## src/rtl/wuart_pkg.sv

```systemverilog
package wuart_pkg;
    localparam int unsigned OFS_SEND   = 32'h00;
    localparam int unsigned OFS_RECV   = 32'h04;
    localparam int unsigned OFS_TXCFG  = 32'h08;
    localparam int unsigned OFS_RXCFG  = 32'h0C;
    localparam int unsigned OFS_MASK   = 32'h10;
    localparam int unsigned OFS_STAT   = 32'h14;
    localparam int unsigned OFS_DIV    = 32'h18;
    localparam int unsigned WM_LSB     = 16;
    localparam int unsigned CHAR_W     = 8;

    typedef enum logic [1:0] {
        RX_IDLE,
        RX_START,
        RX_DATA,
        RX_STOP
    } rx_phase_e;
endpackage

```

## src/rtl/wuart_fifo.sv

```systemverilog
module wuart_fifo #(
    parameter int W     = 8,
    parameter int DEPTH = 8
) (
    input  logic                         clk,
    input  logic                         rst_n,
    input  logic                         push,
    input  logic [W-1:0]                 wdata,
    input  logic                         pop,
    output logic [W-1:0]                 rdata,
    output logic [$clog2(DEPTH+1)-1:0]   count,
    output logic                         full,
    output logic                         empty
);
    localparam int PTR_W = (DEPTH > 1) ? $clog2(DEPTH) : 1;
    localparam int CNT_W = $clog2(DEPTH + 1);

    typedef struct packed {
        logic [PTR_W-1:0] wr;
        logic [PTR_W-1:0] rd;
        logic [CNT_W-1:0] cnt;
    } fifo_state_t;

    fifo_state_t s_q, s_d;
    logic [W-1:0] mem [DEPTH];
    logic do_push, do_pop;

    function automatic logic [PTR_W-1:0] step(input logic [PTR_W-1:0] p);
        return (p == PTR_W'(DEPTH - 1)) ? '0 : p + 1'b1;
    endfunction

    assign full    = (s_q.cnt == CNT_W'(DEPTH));
    assign empty   = (s_q.cnt == '0);
    assign do_push = push && !full;
    assign do_pop  = pop && !empty;

    always_comb begin
        s_d = s_q;
        if (do_push) s_d.wr = step(s_q.wr);
        if (do_pop)  s_d.rd = step(s_q.rd);
        case ({do_push, do_pop})
            2'b10:   s_d.cnt = s_q.cnt + 1'b1;
            2'b01:   s_d.cnt = s_q.cnt - 1'b1;
            default: s_d.cnt = s_q.cnt;
        endcase
    end

    always_ff @(posedge clk or negedge rst_n) begin
        if (!rst_n) s_q <= '0;
        else        s_q <= s_d;
    end

    always_ff @(posedge clk) begin
        if (do_push) mem[s_q.wr] <= wdata;
    end

    assign rdata = mem[s_q.rd];
    assign count = s_q.cnt;
endmodule

```

## src/rtl/wuart_tx.sv

```systemverilog
module wuart_tx #(
    parameter int DIV_W  = 16,
    parameter int DATA_W = 8
) (
    input  logic              clk,
    input  logic              rst_n,
    input  logic              en,
    input  logic              two_stop,
    input  logic [DIV_W-1:0]  div,
    input  logic              fifo_empty,
    input  logic [DATA_W-1:0] fifo_data,
    output logic              pop,
    output logic              line,
    output logic              busy
);
    localparam int FRAME_W = DATA_W + 3;
    localparam int NB_W    = $clog2(FRAME_W + 1);

    typedef struct packed {
        logic               busy;
        logic [FRAME_W-1:0] shreg;
        logic [NB_W-1:0]    nbits;
        logic [DIV_W-1:0]   cnt;
    } tx_state_t;

    tx_state_t s_q, s_d;

    always_comb begin
        s_d = s_q;
        pop = 1'b0;
        if (!s_q.busy) begin
            if (en && !fifo_empty) begin
                pop       = 1'b1;
                s_d.busy  = 1'b1;
                s_d.shreg = {2'b11, fifo_data, 1'b0};
                s_d.nbits = two_stop ? NB_W'(FRAME_W) : NB_W'(FRAME_W - 1);
                s_d.cnt   = div;
            end
        end else if (s_q.cnt != '0) begin
            s_d.cnt = s_q.cnt - 1'b1;
        end else if (s_q.nbits == NB_W'(1)) begin
            s_d.busy = 1'b0;
        end else begin
            s_d.shreg = {1'b1, s_q.shreg[FRAME_W-1:1]};
            s_d.nbits = s_q.nbits - 1'b1;
            s_d.cnt   = div;
        end
    end

    always_ff @(posedge clk or negedge rst_n) begin
        if (!rst_n) s_q <= '0;
        else        s_q <= s_d;
    end

    assign line = s_q.busy ? s_q.shreg[0] : 1'b1;
    assign busy = s_q.busy;
endmodule

```

## src/rtl/wuart_rx.sv

```systemverilog
module wuart_rx
    import wuart_pkg::*;
#(
    parameter int DIV_W  = 16,
    parameter int DATA_W = 8
) (
    input  logic              clk,
    input  logic              rst_n,
    input  logic              line,
    input  logic              en,
    input  logic [DIV_W-1:0]  div,
    output logic              push,
    output logic [DATA_W-1:0] data
);
    localparam int BIT_W = (DATA_W > 1) ? $clog2(DATA_W) : 1;

    typedef struct packed {
        rx_phase_e         phase;
        logic              prev;
        logic [DIV_W-1:0]  cnt;
        logic [BIT_W-1:0]  bitn;
        logic [DATA_W-1:0] shreg;
    } rx_state_t;

    localparam rx_state_t RX_RST = '{phase: RX_IDLE, prev: 1'b1, cnt: '0, bitn: '0, shreg: '0};

    rx_state_t s_q, s_d;

    always_comb begin
        s_d      = s_q;
        s_d.prev = line;
        push     = 1'b0;
        case (s_q.phase)
            RX_IDLE: begin
                if (s_q.prev && !line) begin
                    s_d.phase = RX_START;
                    s_d.cnt   = div >> 1;
                end
            end
            RX_START: begin
                if (s_q.cnt != '0) begin
                    s_d.cnt = s_q.cnt - 1'b1;
                end else if (line) begin
                    s_d.phase = RX_IDLE;
                end else begin
                    s_d.phase = RX_DATA;
                    s_d.cnt   = div;
                    s_d.bitn  = '0;
                end
            end
            RX_DATA: begin
                if (s_q.cnt != '0) begin
                    s_d.cnt = s_q.cnt - 1'b1;
                end else begin
                    s_d.shreg = {line, s_q.shreg[DATA_W-1:1]};
                    s_d.cnt   = div;
                    if (s_q.bitn == BIT_W'(DATA_W - 1)) s_d.phase = RX_STOP;
                    else                                s_d.bitn  = s_q.bitn + 1'b1;
                end
            end
            RX_STOP: begin
                if (s_q.cnt != '0) begin
                    s_d.cnt = s_q.cnt - 1'b1;
                end else begin
                    s_d.phase = RX_IDLE;
                    push      = line && en;
                end
            end
            default: s_d.phase = RX_IDLE;
        endcase
    end

    always_ff @(posedge clk or negedge rst_n) begin
        if (!rst_n) s_q <= RX_RST;
        else        s_q <= s_d;
    end

    assign data = s_q.shreg;
endmodule

```

## src/rtl/wuart.sv

```systemverilog
module wuart
    import wuart_pkg::*;
#(
    parameter int ADDR_W     = 8,
    parameter int FIFO_DEPTH = 8,
    parameter int DIV_W      = 16,
    parameter int WM_W       = 3
) (
    input  logic              clk,
    input  logic              rst_n,
    input  logic [ADDR_W-1:0] bus_addr,
    input  logic              bus_we,
    input  logic [31:0]       bus_wdata,
    input  logic              bus_re,
    output logic [31:0]       bus_rdata,
    output logic              irq,
    output logic              tx_o,
    input  logic              rx_i
);
    localparam int CNT_W = $clog2(FIFO_DEPTH + 1);

    typedef struct packed {
        logic             tx_en;
        logic             two_stop;
        logic [WM_W-1:0]  tx_wm;
        logic             rx_en;
        logic [WM_W-1:0]  rx_wm;
        logic [1:0]       ie;
        logic [DIV_W-1:0] div;
    } regs_t;

    regs_t regs_q, regs_d;

    logic sel_send, sel_recv, sel_txcfg, sel_rxcfg, sel_mask, sel_stat, sel_div;
    logic tx_full, tx_empty, tx_pop, tx_busy;
    logic rx_full, rx_empty, rx_push, rx_pop;
    logic [CHAR_W-1:0] tx_head, rx_head, rx_byte;
    logic [CNT_W-1:0] tx_count, rx_count;
    logic [1:0] ip;
    logic [1:0] ie_w;
    logic [WM_W-1:0] tx_wm_w;
    logic rx_en_w;
    logic unused_bits;

    assign sel_send  = (bus_addr == ADDR_W'(OFS_SEND));
    assign sel_recv  = (bus_addr == ADDR_W'(OFS_RECV));
    assign sel_txcfg = (bus_addr == ADDR_W'(OFS_TXCFG));
    assign sel_rxcfg = (bus_addr == ADDR_W'(OFS_RXCFG));
    assign sel_mask  = (bus_addr == ADDR_W'(OFS_MASK));
    assign sel_stat  = (bus_addr == ADDR_W'(OFS_STAT));
    assign sel_div   = (bus_addr == ADDR_W'(OFS_DIV));

    always_comb begin
        regs_d = regs_q;
        if (bus_we) begin
            if (sel_txcfg) begin
                regs_d.tx_en    = bus_wdata[0];
                regs_d.two_stop = bus_wdata[1];
                regs_d.tx_wm    = bus_wdata[WM_LSB +: WM_W];
            end
            if (sel_rxcfg) begin
                regs_d.rx_en = bus_wdata[0];
                regs_d.rx_wm = bus_wdata[WM_LSB +: WM_W];
            end
            if (sel_mask) regs_d.ie  = bus_wdata[1:0];
            if (sel_div)  regs_d.div = bus_wdata[DIV_W-1:0];
        end
    end

    always_ff @(posedge clk or negedge rst_n) begin
        if (!rst_n) regs_q <= '0;
        else        regs_q <= regs_d;
    end

    assign rx_pop = bus_re && sel_recv && !rx_empty;

    assign ip[0] = 32'(tx_count) < 32'(regs_q.tx_wm);
    assign ip[1] = 32'(rx_count) > 32'(regs_q.rx_wm);
    assign irq   = |(regs_q.ie & ip);

    always_comb begin
        bus_rdata = '0;
        if (sel_send) bus_rdata[31] = tx_full;
        if (sel_recv) begin
            bus_rdata[31] = rx_empty;
            if (!rx_empty) bus_rdata[CHAR_W-1:0] = rx_head;
        end
        if (sel_txcfg) begin
            bus_rdata[0]              = regs_q.tx_en;
            bus_rdata[1]              = regs_q.two_stop;
            bus_rdata[WM_LSB +: WM_W] = regs_q.tx_wm;
        end
        if (sel_rxcfg) begin
            bus_rdata[0]              = regs_q.rx_en;
            bus_rdata[WM_LSB +: WM_W] = regs_q.rx_wm;
        end
        if (sel_mask) bus_rdata[1:0]       = regs_q.ie;
        if (sel_stat) bus_rdata[1:0]       = ip;
        if (sel_div)  bus_rdata[DIV_W-1:0] = regs_q.div;
    end

    wuart_fifo #(.W(CHAR_W), .DEPTH(FIFO_DEPTH)) u_txq (
        .clk   (clk),
        .rst_n (rst_n),
        .push  (bus_we && sel_send),
        .wdata (bus_wdata[CHAR_W-1:0]),
        .pop   (tx_pop),
        .rdata (tx_head),
        .count (tx_count),
        .full  (tx_full),
        .empty (tx_empty)
    );

    wuart_tx #(.DIV_W(DIV_W), .DATA_W(CHAR_W)) u_ser (
        .clk        (clk),
        .rst_n      (rst_n),
        .en         (regs_q.tx_en),
        .two_stop   (regs_q.two_stop),
        .div        (regs_q.div),
        .fifo_empty (tx_empty),
        .fifo_data  (tx_head),
        .pop        (tx_pop),
        .line       (tx_o),
        .busy       (tx_busy)
    );

    wuart_rx #(.DIV_W(DIV_W), .DATA_W(CHAR_W)) u_des (
        .clk   (clk),
        .rst_n (rst_n),
        .line  (rx_i),
        .en    (regs_q.rx_en),
        .div   (regs_q.div),
        .push  (rx_push),
        .data  (rx_byte)
    );

    wuart_fifo #(.W(CHAR_W), .DEPTH(FIFO_DEPTH)) u_rxq (
        .clk   (clk),
        .rst_n (rst_n),
        .push  (rx_push),
        .wdata (rx_byte),
        .pop   (rx_pop),
        .rdata (rx_head),
        .count (rx_count),
        .full  (rx_full),
        .empty (rx_empty)
    );

    assign ie_w        = regs_q.ie;
    assign tx_wm_w     = regs_q.tx_wm;
    assign rx_en_w     = regs_q.rx_en;
    assign unused_bits = ^{bus_wdata, rx_full};
endmodule

```

## config.mk

```make
export PLATFORM = sky130hd
export DESIGN_NAME = wuart
export DESIGN_NICKNAME = d
export VERILOG_FILES = /design/src/rtl/wuart_pkg.sv /design/src/rtl/wuart_fifo.sv /design/src/rtl/wuart_tx.sv /design/src/rtl/wuart_rx.sv /design/src/rtl/wuart.sv
export SDC_FILE = /design/constraint.sdc
export NUM_CORES = 1
export LEC_CHECK = 0
export BUFFER_PORTS_ARGS = -buffer_cell sky130_fd_sc_hd__buf_2
export CAP_MARGIN = 20
export CORE_ASPECT_RATIO = 0.9
export CORE_UTILIZATION = 60
export CTS_CLUSTER_DIAMETER = 100
export CTS_CLUSTER_SIZE = 20
export DETAILED_ROUTE_END_ITERATION = 12
export PLACE_DENSITY = 0.89
export SLEW_MARGIN = 40
export SYNTH_ARGS = -nofsm -noshare
export SYNTH_HDL_FRONTEND = slang
export SYNTH_SLANG_ARGS = --single-unit
export TNS_END_PERCENT = 5
```

## constraint.sdc

```tcl
create_clock -name clk -period 3.6 [get_ports clk]
set_clock_uncertainty 0.15 [all_clocks]
set_input_delay 0.54 -clock clk [delete_from_list [all_inputs] [get_ports clk]]
set_output_delay 0.54 -clock clk [all_outputs]
set_load 0.01 [all_outputs]
```

==> results_dict.tcl <==
set metrics [dict create \
    endpoint "bus_rdata[0]" \
    pwr_density_cell_nw_per_um2 477 \
    cp-end-kind "primary output" \
    clock_sinks 237 \
    place_ws_ps -47.8 \
    fmax_mhz 299 \
    setup_viol 0 \
    hold_viol_final 0 \
    initial_utilization_pct 61.1 \
    status "finished clean" \
    cts_tree "done" \
    relSlewSlack_pct 47.7 \
    final_cell_area_um2 12200 \
    instances_no_fill 1210 \
    period_needed_ps 3340 \
    r2r_start "u_des.s_q[11]" \
    layout.nets 1034 \
    syn_inst 895 \
    syn_area_um2 11200 \
    worst_pin_slew_ps 783 \
    ctsHtreeMaxLevel 1 \
    finalPower_mw 5.84 \
    yosys.area.top_type "edfxtp_1" \
    ys.warnings.count 0 \
    ir_drop_v 0.000278 \
    area_growth_pct 9.08 \
    post-place-cells 1185 \
    vias 7734 \
    gp_congestion 0.932 \
    min_path_type "in2reg" \
    r2r_setup_slack_ps 270 \
    antenna_left 0 \
    antenna_found_initial 0 \
    holdWs_ps 64.2 \
    ys_seq_elements 237 \
    drive_gt1_share_pct 19.4 \
    grt.overflow.total 0 \
    clk_pin_slew_worst_paths_ps 80 \
    synth_edf_count 128 \
    fillers 1268 \
    ys.flop_type "edfxtp_1" \
    p_int_mw 4.22 \
    root_buffer "clkbuf_16" \
    power_leakage_nw 4.92 \
    grtUsageTotal_pct 26.6 \
    rsz0062_at_grt "false" \
    critPathRequiredTime_ps 2910 \
    worstPathMaxFanout 8 \
    seqPwrFrac_pct 55.1 \
    die_x_um 146 \
    diodes 0 \
    avgViaCountPerCell 6.39 \
    die-height_um 132 \
    cts_buffer_depth 3 \
    crit_start "bus_addr[0]" \
    period_share_pct 92.8 \
    numPortBuffers 53 \
    slew_viol_final 0 \
    fin_ws_ps 261 \
    grt_start_max_net_pins 65 \
    dr.pass1.iters 6 \
    clkPwrFrac_pct 27.9 \
    ys_async_sr_fraction_pct 46.0 \
    power.share.switching_pct 27.8 \
    die-area_um2 19200 \
    yosysTopAreaCellShare_pct 34.3 \
    drt-initial-drc-count 1000 \
    wl_per_cell_um 20.6 \
    synth_cell_type_count 75 \
    yosysSeqAreaShare_pct 58.6 \
    ios 79 \
    criticalPathCategory "in2out" \
    p_comb_share_pct 17.0 \
    totalWireLength_um 24900 \
    hpwl_um 16600 \
    grt_first_pass_wirelength_um 39900 \
    reg2reg_to "u_rxq.count[2]" \
    core_um2 18300 \
    core.rowCount 47 \
    critPathLaunchType "input pin" \
    maxCapViolations 0 \
    placed_area_um2 11800 \
    worstSkewPairLatency_ps 480 \
    grt_pass1_vias 7502 \
    cts_buffers 15 \
    r2r_cells 13 \
    switchingPower_mw 1.62 \
    synth_area_leaders "edfxtp_1 (34%), dfrtp_1 (24%), mux4_2 (6.4%)" \
    avgSynthCellArea_um2 12.5 \
    arrival_ps 2650 \
    drcViolationCount 0 \
]
-- critical path, cell delays in order --
cell      delay, ps
buf_2            90
or4_1           590
nor3_1          420
nand3b_1        400
o22ai_1         270
nand2_1          70
o21ai_0         100
buf_2           170
-- repair_timing --
| item | in CTS | in global routing |
|---|---|---|
| setup buffers | 0 | 0 |
| hold buffers | 0 | 1 |
| resized for setup | 0 | 0 |
| endpoints found under the hold margin | 0 | 61 |
-- sequential cells by signal, indices dropped and copies added (netlist names), named ones only --
signal,cells
u_rxq.count,4
tx_wm_w,3
u_txq.count,4
u_ser.busy,1
rx_en_w,1
u_ser.s_q,31
u_rxq.s_q,6
regs_q,21
u_des.data,8
ie_w,2
u_txq.s_q,6
u_rxq.mem,64
u_des.s_q,21
u_txq.mem,64
-- Yosys cell counts (9+ instances only) --
cell type,n
a21oi_1,44
a221oi_1,9
a22oi_1,9
a31oi_1,16
and2_1,10
buf_4,13
clkbuf_1,28
dfrtp_1,108
edfxtp_1,128
ha_1,30
inv_1,32
mux2_2,34
mux2i_1,13
mux4_2,32
nand2_1,83
nand2b_1,14
nand3_1,9
nor2_1,64
nor3_1,27
o21ai_0,56
or3_1,9
xor2_1,15
-- per-stage QoR --
step | utilization (%) | TNS, ps
2_1_floorplan | - | 0
3_3_place_gp | 64.3 | 0
3_5_place_dp | 64.3 | -47.8
4_1_cts | 66.6 | 0
5_1_grt | 66.7 | 0
6_report | 66.7 | 0
-- power by group through the flow --
| stage | logic [mW] | registers, mW | clock network, mW |
|---|---|---|---|
| 6_report | 0.991 | 3.22 | 1.63 |
| 5_1_grt | 1.08 | 3.24 | 1.75 |
| 4_1_cts | 0.978 | 3.21 | 1.65 |
| 3_5_place_dp | 0.952 | 3.26 | 0 |
| 3_3_place_gp | 0.892 | 3.25 | 0 |
| 2_1_floorplan | 0.762 | 3.20 | 0 |
-- cell usage in the layout, fill, tap and decap left out, types with 10 or more instances in the layout --
| cell | synthesis | routed |
|---|---|---|
| a21oi_1 | 44 | 44 |
| a31oi_1 | 16 | 16 |
| and2_1 | 10 | 10 |
| buf_2 | 4 | 52 |
| buf_4 | 13 | 36 |
| clkbuf_16 | 0 | 15 |
| conb_1 | 1 | 12 |
| dfrtp_1 | 108 | 108 |
| edfxtp_1 | 128 | 128 |
| ha_1 | 30 | 30 |
| inv_1 | 32 | 32 |
| mux2_2 | 34 | 34 |
| mux2i_1 | 13 | 13 |
| mux4_2 | 32 | 32 |
| nand2_1 | 83 | 83 |
| nand2b_1 | 14 | 14 |
| nor2_1 | 64 | 64 |
| nor3_1 | 27 | 27 |
| o21ai_0 | 56 | 56 |
| xor2_1 | 15 | 15 |
-- cells by family (layout without fill, tap and decap cells) --
family,after synthesis,in the layout,synth area share [%]
other cells,1,12,0.0334
fa+ha+maj,31,31,3.53
mux,79,79,11.0
compound gates,188,188,10.8
flops,237,237,58.6
xor+xnor,19,19,1.48
simple gates,252,252,10.8
buf+inv,88,147,3.70
-- metal layers --
layer | GRT usage (%) | part of all wire (%) | vias up | wire [um]
met4 | 10.1 | 3.0 | 0 | 740
met5 | 0 | 0 | - | 0
met1 | 38.9 | 42 | 3806 | 10400
met2 | 41.3 | 47 | 444 | 11700
met3 | 3.37 | 8.4 | 71 | 2090
li1 | - | - | 3413 | -
-- final cells by class --
| cell class | instances | area [um^2] | area share, % |
|---|---|---|---|
| inverters | 33 | 124 | 1.01 |
| clock inverters | 1 | 5.00 | 0.0409 |
| clock buffers | 23 | 405 | 3.31 |
| repair buffers | 90 | 552 | 4.51 |
| well taps | 245 | 307 | 2.51 |
| multi-input cells | 581 | 4270 | 34.9 |
| flip-flops and latches | 237 | 6570 | 53.7 |
-- how the worst min path moves through the flow --
stage	start	end	cells after the start	slack [ps]
2_1_floorplan	rst_n	asynchronous set/reset pin	0	90
4_1_cts	rst_n	regs_q[11]	1	20
3_3_place_gp	u_ser.s_q[30]	u_ser.s_q[30]	1	300
3_5_place_dp	u_ser.s_q[30]	u_ser.s_q[30]	1	310
5_1_grt	rx_i	u_des.s_q[27]	1	60
6_report	rx_i	u_des.s_q[27]	1	60
(Power assumes the default switching activity.)
